--- src/rtl/mmio_pkg.sv ---
package mmio_pkg;
    localparam int ADDR_W = 16;
    localparam int DATA_W = 16;

    localparam logic [ADDR_W-1:0] IO_BASE   = 16'hF000;
    localparam logic [ADDR_W-1:0] ADR_CSR   = 16'hFE70;
    localparam logic [ADDR_W-1:0] ADR_BUF_A = 16'hFE72;
    localparam logic [ADDR_W-1:0] ADR_BUF_B = 16'hFE74;

    localparam int CSR_EN_BIT  = 0;
    localparam int CSR_RDY_BIT = 8;
    localparam int CSR_OVR_BIT = 15;

    typedef enum logic [1:0] {
        RGN_MEM,
        RGN_REG,
        RGN_HOLE
    } region_t;

    typedef enum logic [1:0] {
        REG_CSR,
        REG_BUF_A,
        REG_BUF_B,
        REG_NONE
    } regsel_t;

    typedef enum logic [2:0] {
        ST_IDLE,
        ST_WRITE,
        ST_RD_MEM,
        ST_RD_REG,
        ST_RD_HOLE
    } state_t;
endpackage

--- src/rtl/mmio_region_dec.sv ---
module mmio_region_dec
    import mmio_pkg::*;
(
    input  logic [ADDR_W-1:0] addr,
    output region_t           region,
    output regsel_t           regsel
);
    always_comb begin
        regsel = REG_NONE;
        if (addr < IO_BASE) begin
            region = RGN_MEM;
        end else begin
            unique case (addr)
                ADR_CSR:   regsel = REG_CSR;
                ADR_BUF_A: regsel = REG_BUF_A;
                ADR_BUF_B: regsel = REG_BUF_B;
                default:   regsel = REG_NONE;
            endcase
            region = (regsel == REG_NONE) ? RGN_HOLE : RGN_REG;
        end
    end
endmodule

--- src/rtl/mmio_ram.sv ---
module mmio_ram
    import mmio_pkg::*;
#(
    parameter int RAM_AW = 8
) (
    input  logic              clk,
    input  logic              we,
    input  logic [RAM_AW-1:0] idx,
    input  logic [DATA_W-1:0] wdata,
    output logic [DATA_W-1:0] rdata
);
    localparam int WORDS = 1 << RAM_AW;

    logic [DATA_W-1:0] mem [WORDS];

    always_ff @(posedge clk) begin
        if (we) begin
            mem[idx] <= wdata;
        end
    end

    assign rdata = mem[idx];
endmodule

--- src/rtl/mmio_dev_regs.sv ---
module mmio_dev_regs
    import mmio_pkg::*;
(
    input  logic              clk,
    input  logic              rst_n,
    input  logic              wr_en,
    input  logic              rd_en,
    input  regsel_t           sel,
    input  logic [DATA_W-1:0] wdata,
    input  logic              inject,
    input  logic [DATA_W-1:0] word_a,
    input  logic [DATA_W-1:0] word_b,
    output logic [DATA_W-1:0] rdata
);
    logic              en_q;
    logic              rdy_q;
    logic              ovr_q;
    logic [DATA_W-1:0] buf_a_q;
    logic [DATA_W-1:0] buf_b_q;
    logic [DATA_W-1:0] csr_word;

    always_comb begin
        csr_word              = '0;
        csr_word[CSR_EN_BIT]  = en_q;
        csr_word[CSR_RDY_BIT] = rdy_q;
        csr_word[CSR_OVR_BIT] = ovr_q;
    end

    always_ff @(posedge clk or negedge rst_n) begin
        if (!rst_n) begin
            en_q  <= 1'b0;
            rdy_q <= 1'b0;
            ovr_q <= 1'b0;
        end else begin
            if (wr_en && sel == REG_CSR) begin
                en_q <= wdata[CSR_EN_BIT];
            end
            if (inject) begin
                rdy_q <= 1'b1;
                if (rdy_q) begin
                    ovr_q <= 1'b1;
                end
            end else if (rd_en && sel == REG_BUF_A) begin
                rdy_q <= 1'b0;
                ovr_q <= 1'b0;
            end
        end
    end

    always_ff @(posedge clk or negedge rst_n) begin
        if (!rst_n) begin
            buf_a_q <= '0;
            buf_b_q <= '0;
        end else if (inject) begin
            buf_a_q <= word_a;
            buf_b_q <= word_b;
        end else if (wr_en) begin
            if (sel == REG_BUF_A) buf_a_q <= wdata;
            if (sel == REG_BUF_B) buf_b_q <= wdata;
        end
    end

    always_comb begin
        unique case (sel)
            REG_CSR:   rdata = csr_word;
            REG_BUF_A: rdata = buf_a_q;
            REG_BUF_B: rdata = buf_b_q;
            default:   rdata = '0;
        endcase
    end

    // an inject always leaves ready set
    a_r9_inject_sets_ready: assert property (@(posedge clk) disable iff (!rst_n)
        inject |=> rdy_q);
    // a buffer-A read with no inject leaves ready and overrun clear
    a_r10_read_clears: assert property (@(posedge clk) disable iff (!rst_n)
        (rd_en && sel == REG_BUF_A && !inject) |=> (!rdy_q && !ovr_q));
    // the injected word wins over a same-cycle bus write
    a_r11_inject_wins: assert property (@(posedge clk) disable iff (!rst_n)
        inject |=> (buf_a_q == $past(word_a) && buf_b_q == $past(word_b)));
    // overrun never stands without ready
    a_r8_ovr_implies_rdy: assert property (@(posedge clk) disable iff (!rst_n)
        ovr_q |-> rdy_q);
endmodule

--- src/rtl/mmio_bus_decoder.sv ---
module mmio_bus_decoder
    import mmio_pkg::*;
#(
    parameter int RAM_AW = 8
) (
    input  logic              clk,
    input  logic              rst_n,
    input  logic              bus_sel_n,
    input  logic              bus_rw,
    input  logic [ADDR_W-1:0] bus_addr,
    input  logic [DATA_W-1:0] bus_wdata,
    output logic [DATA_W-1:0] bus_rdata,
    output logic              bus_rvalid,
    input  logic              dev_inject,
    input  logic [DATA_W-1:0] dev_word_a,
    input  logic [DATA_W-1:0] dev_word_b
);
    region_t           region;
    regsel_t           regsel;
    state_t            state_q;
    state_t            state_d;
    logic              rd_req;
    logic              wr_req;
    logic              ram_we;
    logic [DATA_W-1:0] ram_rdata;
    logic [DATA_W-1:0] reg_rdata;
    logic [DATA_W-1:0] rd_mux;
    logic [DATA_W-1:0] rdbuf_q;

    mmio_region_dec u_dec (
        .addr   (bus_addr),
        .region (region),
        .regsel (regsel)
    );

    assign rd_req = !bus_sel_n && bus_rw;
    assign wr_req = !bus_sel_n && !bus_rw;
    assign ram_we = wr_req && (region == RGN_MEM);

    mmio_ram #(.RAM_AW(RAM_AW)) u_ram (
        .clk   (clk),
        .we    (ram_we),
        .idx   (bus_addr[RAM_AW:1]),
        .wdata (bus_wdata),
        .rdata (ram_rdata)
    );

    mmio_dev_regs u_regs (
        .clk    (clk),
        .rst_n  (rst_n),
        .wr_en  (wr_req && region == RGN_REG),
        .rd_en  (rd_req && region == RGN_REG),
        .sel    (regsel),
        .wdata  (bus_wdata),
        .inject (dev_inject),
        .word_a (dev_word_a),
        .word_b (dev_word_b),
        .rdata  (reg_rdata)
    );

    // next state: same from every state, named transitions T_*
    always_comb begin
        if (bus_sel_n) begin
            state_d = ST_IDLE;                       // T_NONE
        end else if (!bus_rw) begin
            state_d = ST_WRITE;                      // T_WRITE
        end else begin
            unique case (region)
                RGN_MEM: state_d = ST_RD_MEM;        // T_READ_MEM
                RGN_REG: state_d = ST_RD_REG;        // T_READ_REG
                default: state_d = ST_RD_HOLE;       // T_READ_HOLE
            endcase
        end
    end

    always_ff @(posedge clk or negedge rst_n) begin
        if (!rst_n) state_q <= ST_IDLE;
        else        state_q <= state_d;
    end

    always_comb begin
        unique case (region)
            RGN_MEM: rd_mux = ram_rdata;
            RGN_REG: rd_mux = reg_rdata;
            default: rd_mux = '0;
        endcase
    end

    always_ff @(posedge clk or negedge rst_n) begin
        if (!rst_n)      rdbuf_q <= '0;
        else if (rd_req) rdbuf_q <= rd_mux;
    end

    // output process
    always_comb begin
        bus_rdata = rdbuf_q;
        unique case (state_q)
            ST_RD_MEM, ST_RD_REG, ST_RD_HOLE: bus_rvalid = 1'b1;
            default:                          bus_rvalid = 1'b0;
        endcase
    end

    // deselected bus never writes RAM
    a_r3_idle_no_ram_write: assert property (@(posedge clk) disable iff (!rst_n)
        bus_sel_n |-> !ram_we);
    // window accesses never write RAM
    a_r2_window_no_ram_write: assert property (@(posedge clk) disable iff (!rst_n)
        (bus_addr >= IO_BASE) |-> !ram_we);
    // an accepted read raises valid next cycle
    a_r4_read_gives_valid: assert property (@(posedge clk) disable iff (!rst_n)
        (!bus_sel_n && bus_rw) |=> bus_rvalid);
    // with select high, no valid next cycle
    a_r3_idle_no_valid: assert property (@(posedge clk) disable iff (!rst_n)
        bus_sel_n |=> !bus_rvalid);
    // read data holds while no read is presented
    a_r4_rdata_holds: assert property (@(posedge clk) disable iff (!rst_n)
        !bus_rvalid |-> $stable(bus_rdata));
    // a hole read returns zero
    a_r7_hole_reads_zero: assert property (@(posedge clk) disable iff (!rst_n)
        (state_q == ST_RD_HOLE) |-> (bus_rdata == '0));
endmodule

--- config.mk ---
export PLATFORM = sky130hd
export DESIGN_NAME = mmio_bus_decoder
export DESIGN_NICKNAME = d
export VERILOG_FILES = /design/src/rtl/mmio_pkg.sv /design/src/rtl/mmio_region_dec.sv /design/src/rtl/mmio_ram.sv /design/src/rtl/mmio_dev_regs.sv /design/src/rtl/mmio_bus_decoder.sv
export SDC_FILE = /design/constraint.sdc
export NUM_CORES = 2
export LEC_CHECK = 0
export BUFFER_PORTS_ARGS = -buffer_cell sky130_fd_sc_hd__buf_2
export CAP_MARGIN = 0
export CORE_MARGIN = 1
export CORE_UTILIZATION = 60
export CTS_CLUSTER_DIAMETER = 200
export DETAILED_ROUTE_END_ITERATION = 7
export PLACE_DENSITY = 0.75
export SLEW_MARGIN = 30
export SYNTH_ARGS = -nofsm -noshare
export SYNTH_HDL_FRONTEND = slang
export SYNTH_SLANG_ARGS = --single-unit
--- constraint.sdc ---
create_clock -name clk -period 3.75 [get_ports clk]
set_input_delay 0.9375 -clock clk [delete_from_list [all_inputs] [get_ports clk]]
set_output_delay 0.9375 -clock clk [all_outputs]
set_load 0.02 [all_outputs]
# Yosys cells after proc, flatten, opt, wreduce, memory -nomap -nowiden
# Memories as Yosys holds them, arrays and structs flattened.
# Index checks and enable logic that the tools add are counted.
totals:
  reg_bits: 54
  output_inout_bits: 17
  word_cells: 62
  ram_bits: 4096
  n_memories: 1
op_classes:
  n_mux: 23
  magnitude_cmp: 1
  n_eq_ne: 11
  n_reduce_logical: 19
memory_table:
  columns: ["name", "depth", "word_bits", "rd", "rd_ports_with_merged_regs", "write_ports", "line_no", "source"]
  rows:
  - ["u_ram.mem", 256, 16, 1, 0, 1, "mmio_ram.sv:14", "logic [DATA_W-1:0] mem [WORDS];"]
op_table:
  columns: ["cell", "count"]
  rows:
  - ["16-bit 2-to-1 mux", 6]
  - ["16-bit equality test (second input constant)", 3]
  - ["16-bit one-hot mux with 3 select lines", 1]
  - ["16-bit one-hot mux with 2 select lines", 1]
  - ["16-bit less-than comparator (second input constant)", 1]
  - ["2-bit 2-to-1 mux", 4]
  - ["2-bit nonzero test", 4]
  - ["1-bit logical AND", 7]
  - ["1-bit 2-to-1 mux", 7]
  - ["3-bit by 2-bit equality test with 1-bit output (second input constant)", 2]
  - ["3-bit 2-to-1 mux", 2]
  - ["2-bit one-hot mux with 3 select lines", 1]
  - ["3-bit one-hot mux with 2 select lines", 1]
  - ["2-bit AND reduction", 3]
  - ["2-bit by 1-bit equality test with 1-bit output (second input constant)", 2]
  - ["2-bit equality test (second input constant)", 2]
  - ["2-bit logical NOT", 2]
  - ["3-bit equality test (second input constant)", 1]
  - ["3-bit OR reduction", 1]
  - ["1-bit logical NOT", 2]
  - ["2-bit by 1-bit != test with 1-bit output (second input constant)", 1]

# Depth between registers and ports, before layout
logic_depth:
  ltp_word: 11
  depth_mapped: 13
  depth_no_buf: 7

# By module
# From an unflattened synthesis, not the netlist that was laid out.
unflattened:
  hier_cells: 6976
  hier_area_um2: 158071.6
by_module_without_submodules:
  columns: ["module", "instances", "cells_each", "seq_area_each_um2", "area_each_um2"]
  rows:
  - ["mmio_ram", 1, 6711, 122998.0, 155078.7]
  - ["mmio_dev_regs", 1, 184, 875.8, 1933.1]
  - ["mmio_bus_decoder", 1, 69, 475.5, 967.2]
  - ["mmio_region_dec", 1, 12, 0.0, 92.6]

# Least setup slack after synthesis
# OpenSTA, ideal clock, no wires.
synth_timing:
  path_kind: "input port to flip-flop"
  start: "input bus_addr[1]"
  end: "memory u_ram.mem[219][0], enable pin"
  stages: 11
  n_path_buf: 8
  setup_time_ns: 0.388
  arrival_time_ns: 3.484
  slack_ns: -0.123
  t_required_ns: 3.362
  path_cell_list: "buf_6 -> buf_6 -> buf_6 -> buf_6 -> buf_4 -> buf_4 -> buf_2 -> nor2b_1 -> nand3_1 -> clkbuf_1 -> nor2_1"
synth_between:
  elab_chain_cells: 10
  word_cells_on_any_way: 13
  cone_classes: "1 x order compare; 4 x eq/ne; 6 x mux; 2 x reduce/logical"
synth_rtl:
  columns: ["item", "line_no", "source"]
  rows:
  - ["start, declared", "mmio_bus_decoder.sv:10", "input logic [ADDR_W-1:0] bus_addr,"]
  - ["16-bit equality test", "mmio_region_dec.sv:13", "unique case (addr)"]
  - ["2-bit one-hot mux with 3 select lines", "mmio_region_dec.sv:13", null]
  - ["2-bit 2-to-1 mux", "mmio_region_dec.sv:10", "if (addr < IO_BASE) begin"]
  - ["2-bit equality test", "mmio_region_dec.sv:19", "region = (regsel == REG_NONE) ? RGN_HOLE : RGN_REG;"]
  - ["2-bit 2-to-1 mux", "mmio_region_dec.sv:19", null]
  - ["2-bit 2-to-1 mux", "mmio_region_dec.sv:10", null]
  - ["2-bit logical NOT", "mmio_bus_decoder.sv:38", "assign ram_we = wr_req && (region == RGN_MEM);"]
  - ["1-bit logical AND", "mmio_bus_decoder.sv:38", null]
  - ["1-bit 2-to-1 mux", "mmio_ram.sv:17", "if (we) begin"]
  - ["1-bit 2-to-1 mux (implied by the code)", "mmio_ram.sv:18", "mem[idx] <= wdata;"]
  - ["end, declared", "mmio_ram.sv:14", null]
# Several ways; a longest one is shown, not always the timed one. The select of a mux whose other input is x is not followed.

# Final worst setup path
layout_timing:
  start: "input bus_addr[1]"
  end: "register rdbuf_q[15], in the netlist bus_rdata[15]"
layout_between:
  elab_chain_cells: 8
  word_cells_on_any_way: 18
  cone_classes: "1 x order compare; 7 x eq/ne; 7 x mux; 2 x reduce/logical; 1 x memory"
layout_rtl:
  columns: ["item", "line_no", "source"]
  rows:
  - ["16-bit equality test", "mmio_region_dec.sv:13", null]
  - ["2-bit one-hot mux with 3 select lines", "mmio_region_dec.sv:13", null]
  - ["2-bit 2-to-1 mux", "mmio_region_dec.sv:10", null]
  - ["2-bit equality test", "mmio_region_dec.sv:19", null]
  - ["2-bit 2-to-1 mux", "mmio_region_dec.sv:19", null]
  - ["2-bit 2-to-1 mux", "mmio_region_dec.sv:10", null]
  - ["2-bit by 1-bit equality test with 1-bit output or 2-bit logical NOT (tied branches)", "mmio_bus_decoder.sv:82", "unique case (region)"]
  - ["16-bit one-hot mux with 2 select lines *", "mmio_bus_decoder.sv:82", null]
  - ["end signal, assigned", "mmio_bus_decoder.sv:91", "else if (rd_req) rdbuf_q <= rd_mux;"]
  - ["end, declared", "mmio_bus_decoder.sv:28", "logic [DATA_W-1:0] rdbuf_q;"]
# Mark *: on every way between the ends. The rest lies on a longest branch, timed or not. The select of a mux whose other input is x is not followed.
# A chain may end at the register's enable or synchronous reset.

==> flow_summary.html <==
<table>
<tr><th>Metric</th><th>Value</th></tr>
<tr><th colspan="2">Synth</th></tr>
<tr><td>Number of warnings printed during yosys synthesis</td><td>0</td></tr>
<tr><td>Syn Nets</td><td>a little over 7000</td></tr>
<tr><td>Cell type contributing the most total cell area after synthesis</td><td>sky130_fd_sc_hd__edfxtp_1</td></tr>
<tr><td>Avg Synthesized Cell Area</td><td>22.6 um2</td></tr>
<tr><td>Yosys reg bits</td><td>just over 4000</td></tr>
<tr><td>Post-synth EDFFs</td><td>around 4100</td></tr>
<tr><td>Cell types with the largest area share after synthesis</td><td>sky130_fd_sc_hd__edfxtp_1 (77%), sky130_fd_sc_hd__mux4_2 (15%), sky130_fd_sc_hd__mux2i_1 (1.3%)</td></tr>
<tr><td>Cells after synthesis</td><td>roughly 7000</td></tr>
<tr><td>Sequential area share after synthesis</td><td>77.9%</td></tr>
<tr><td>Synthesized area</td><td>around 0.16 mm2</td></tr>
<tr><td>Leading cell type by number of instances after synthesis</td><td>sky130_fd_sc_hd__edfxtp_1</td></tr>
<tr><td>Post-synth top cells</td><td>sky130_fd_sc_hd__edfxtp_1 (4096), sky130_fd_sc_hd__mux4_2 (1050), sky130_fd_sc_hd__nor2_1 (288)</td></tr>
<tr><td>Fraction of registers with async set/reset</td><td>1.30%</td></tr>
<tr><td>Top-area cell type share of the netlist area</td><td>77.0%</td></tr>
<tr><td>Count of different cell masters after synthesis</td><td>58</td></tr>
<tr><td>Primary flip-flop cell chosen by synthesis mapping</td><td>sky130_fd_sc_hd__edfxtp_1</td></tr>
<tr><th colspan="2">Route</th></tr>
<tr><td>Routed wire length</td><td>435000 um</td></tr>
<tr><td>Detailed-router iteration count before antenna repair</td><td>8</td></tr>
<tr><td>Total vias in the final route</td><td>around 83000</td></tr>
<tr><td>Routed len/inst</td><td>36.4 um</td></tr>
<tr><td>DR vias/cell</td><td>6.99</td></tr>
<tr><td># DRC</td><td>0</td></tr>
<tr><td>DRC marker count from the first detailed-route iteration</td><td>13500</td></tr>
<tr><td>Count of antenna-violating nets left after detailed routing</td><td>0</td></tr>
<tr><th colspan="2">GRT</th></tr>
<tr><td>Maximum number of pins on one net before global-route repair</td><td>118</td></tr>
<tr><td>Overall global routing resource usage</td><td>32.4%</td></tr>
<tr><td>Number of antenna violations at the first check in global routing</td><td>24</td></tr>
<tr><td>Wire length of the first global-routing pass</td><td>613000 um</td></tr>
<tr><td>Aggregate global routing overflow</td><td>0</td></tr>
<tr><td>Vias in the first global route</td><td>83200</td></tr>
<tr><th colspan="2">Worst setup path</th></tr>
<tr><td>Maximum fanout encountered on the critical timing path</td><td>19</td></tr>
<tr><td>Signal arrival time at the worst endpoint</td><td>4.34 ns</td></tr>
<tr><td>Reg2reg end</td><td>bus_rdata[6]</td></tr>
<tr><td>Count of cells along the worst register-to-register path</td><td>8</td></tr>
<tr><td>Critical path required time</td><td>around 4.5 ns</td></tr>
<tr><td>Worst reg2reg path startpoint</td><td>u_ram.mem[134][6]</td></tr>
<tr><td>Reg-to-reg slack, setup</td><td>0.43 ns</td></tr>
<tr><td>Worst setup EP type</td><td>register</td></tr>
<tr><td>Critical setup path kind</td><td>primary input to register</td></tr>
<tr><td>Kind of start point of the critical path</td><td>primary input</td></tr>
<tr><th colspan="2">Floorplanning</th></tr>
<tr><td>Die extent in x</td><td>518 um</td></tr>
<tr><td>Num ports</td><td>86</td></tr>
<tr><td>Initial standard-cell utilization of the core</td><td>60.3%</td></tr>
<tr><td>Die Height</td><td>518 um</td></tr>
<tr><td>Cell row count</td><td>189</td></tr>
<tr><td>Area of the die</td><td>0.268 mm2</td></tr>
<tr><td>Core Area</td><td>0.265 mm2</td></tr>
<tr><th colspan="2">CTS</th></tr>
<tr><td>Postcts setup bufs</td><td>0</td></tr>
<tr><td>Maximum level of the CTS H-tree</td><td>5</td></tr>
<tr><td>Clock transition at path regs</td><td>0.07 ns</td></tr>
<tr><td>Cell chosen for the clock root</td><td>sky130_fd_sc_hd__clkbuf_16</td></tr>
<tr><td>Number of sinks driven by the clock tree</td><td>4150</td></tr>
<tr><td>Number of clock buffers inserted by TritonCTS</td><td>394</td></tr>
<tr><td>CTS tree</td><td>built</td></tr>
<tr><td>Number of cells upsized or downsized after cts</td><td>0</td></tr>
<tr><td>Number of hold buffers added after CTS</td><td>0</td></tr>
<tr><td>Number of buffers on the longest clock path</td><td>4</td></tr>
<tr><td>Clock insertion delay at the later pin of the skew report</td><td>0.94 ns</td></tr>
<tr><th colspan="2">Status</th></tr>
<tr><td>Run status</td><td>completed</td></tr>
<tr><th colspan="2">Timing</th></tr>
<tr><td>Max_slew headroom</td><td>between 20% and 30%</td></tr>
<tr><td>Maximum achievable frequency</td><td>approximately 280 MHz</td></tr>
<tr><td>Final-report hold violation count</td><td>0</td></tr>
<tr><td>Final setup skew</td><td>0.0506 ns</td></tr>
<tr><td>Clock period minus worst slack</td><td>3.57 ns</td></tr>
<tr><td>Worst-margin pin slew</td><td>1.07 ns</td></tr>
<tr><td>Setup ws final</td><td>0.183 ns</td></tr>
<tr><td>Pins over their slew limit</td><td>0</td></tr>
<tr><td>Period Utilization, post-route</td><td>95.1%</td></tr>
<tr><td>Final number of setup-violating endpoints</td><td>0</td></tr>
<tr><td>Smallest hold slack</td><td>0.102 ns</td></tr>
<tr><td>Setup repair after global routing missed its margin</td><td>false</td></tr>
<tr><th colspan="2">Placement</th></tr>
<tr><td>Placement-stage worst setup slack</td><td>-0.705 ns</td></tr>
<tr><td>Placed Cells incl. Taps</td><td>11200</td></tr>
<tr><td>Buffers added on ports</td><td>85</td></tr>
<tr><td>Detail Placement HPWL</td><td>256000 um</td></tr>
<tr><td>Final weighted congestion in routability-driven placement</td><td>between 0.9 and 1</td></tr>
<tr><td>Post-Place Cell Area</td><td>approximately 0.17 mm2</td></tr>
<tr><th colspan="2">Final layout</th></tr>
<tr><td>Ratio of cells with drive above 1 in the final layout</td><td>32.4%</td></tr>
<tr><td>Area taken by flip-flops and latches</td><td>0.124 mm2</td></tr>
<tr><td>Filler-free cell count of the finished design</td><td>roughly 12000</td></tr>
<tr><td>Layout fillers</td><td>~15000</td></tr>
<tr><td>Synthesis-to-layout area growth</td><td>16.9%</td></tr>
<tr><td>Post-layout instance area</td><td>0.187 mm2</td></tr>
<tr><td>Multi-input gate area in the final layout</td><td>0.0331 mm2</td></tr>
<tr><td>Net count, final</td><td>just over 8000</td></tr>
<tr><th colspan="2">Power</th></tr>
<tr><td>Pwr per Cell Area</td><td>511 mW/mm2</td></tr>
<tr><td>Max VDD drop</td><td>0.539 mV</td></tr>
<tr><td>Static leakage</td><td>0.0600 uW</td></tr>
<tr><td>Overall power of the completed layout</td><td>95500 uW</td></tr>
<tr><th colspan="2">Min path</th></tr>
<tr><td>Tightest Hold Check Type</td><td>primary input to async pin</td></tr>
<tr><th colspan="2">Flow run</th></tr>
<tr><td>Total of max-cap violations</td><td>0</td></tr>
</table>
final cells by class:
cell class	count	area share, %
Tap cell	3533	2.37
Inverter	2	0.00804
Multi-Input combinational cell	2479	17.7
Sequential cell	4150	66.6
Clock buffer	487	5.55
Clock inverter	222	1.07
Antenna cell	11	0.0147
Timing Repair Buffer	1060	6.63
metrics by stage:
stage                     setup TNS, ns  utilization [%]
after CTS                             0             70.5
after detailed placement         -83.60             65.8
final                                 0             70.5
after global placement           -68.28             65.8
after global routing                  0             70.5
after floorplan                 -137.01                -
cells in the final DEF, fill, tap and decap left out, drive strengths merged, types with 31 or more instances in the layout:
| cell | instances |
|---|---|
| mux4 | 1050 |
| clkinv | 167 |
| a22o | 69 |
| nand2 | 155 |
| a211oi | 40 |
| a21oi | 65 |
| bufinv | 31 |
| nor2 | 288 |
| a22oi | 233 |
| buf | 1056 |
| edfxtp | 4096 |
| mux2i | 204 |
| nand3 | 101 |
| clkbuf | 491 |
| a221oi | 39 |
| dfrtp | 54 |
| o21ai | 53 |
critical path, cell delays in order:
cell and delay [ns]:
sky130_fd_sc_hd__buf_12 0.25, sky130_fd_sc_hd__buf_12 0.21, sky130_fd_sc_hd__buf_12 0.14, sky130_fd_sc_hd__buf_12 0.13, sky130_fd_sc_hd__buf_4 0.14, sky130_fd_sc_hd__mux4_2 0.51, sky130_fd_sc_hd__a22oi_1 0.26, sky130_fd_sc_hd__a21oi_1 0.24
sky130_fd_sc_hd__nor4_1 0.76, sky130_fd_sc_hd__buf_4 0.22, sky130_fd_sc_hd__o22ai_1 0.08, sky130_fd_sc_hd__o21ai_1 0.17, sky130_fd_sc_hd__buf_4 0.15, sky130_fd_sc_hd__a21oi_1 0.06
state kept, by name, indices dropped and copies added, names as in the netlist:
register and cells:
u_ram.mem 4096, bus_rdata 16, u_regs.buf_a_q 16, u_regs.buf_b_q 16, state_q 3, u_regs.en_q 1, u_regs.ovr_q 1, u_regs.rdy_q 1
where the power goes:
group	total (uW)	internal [uW]	switching (uW)
clock	38800	21700	17100
sequential	51100	51000	103
combinational	5480	2140	3340
routing by layer:
metal	global-route usage (%)	up-vias	part of all wire, %
met4	13.9	16	4.9
met3	7.06	1003	12
met5	0	-	0.026
li1	-	32200	-
met1	44.9	43700	35
met2	50.6	6492	48
worst max-delay path by stage:
| stage | endpoint | depth (start not counted) | startpoint | slack [ns] |
|---|---|---|---|---|
| floorplan | u_ram.mem[219][0] | 11 | bus_addr[1] | -0.12 |
| global placement | bus_rdata[15] | 14 | bus_addr[1] | -0.78 |
| detailed placement | bus_rdata[15] | 14 | bus_addr[1] | -0.70 |
| CTS | bus_rdata[15] | 14 | bus_addr[1] | 0.22 |
| global route | bus_rdata[15] | 14 | bus_addr[1] | 0.13 |
| finish | bus_rdata[15] | 14 | bus_addr[1] | 0.18 |
logic make-up (layout without fill, tap and decap cells):
kind of cell    count (synthesis)  count (layout)  synth area share, %
compound gates                575             575                 2.67
flops                        4150            4150                 77.9
buf+inv                       426            1771                 1.48
other cells                     0              11                    0
mux                          1281            1281                 16.3
simple gates                  623             623                 1.69
(Power assumes the default switching activity.)
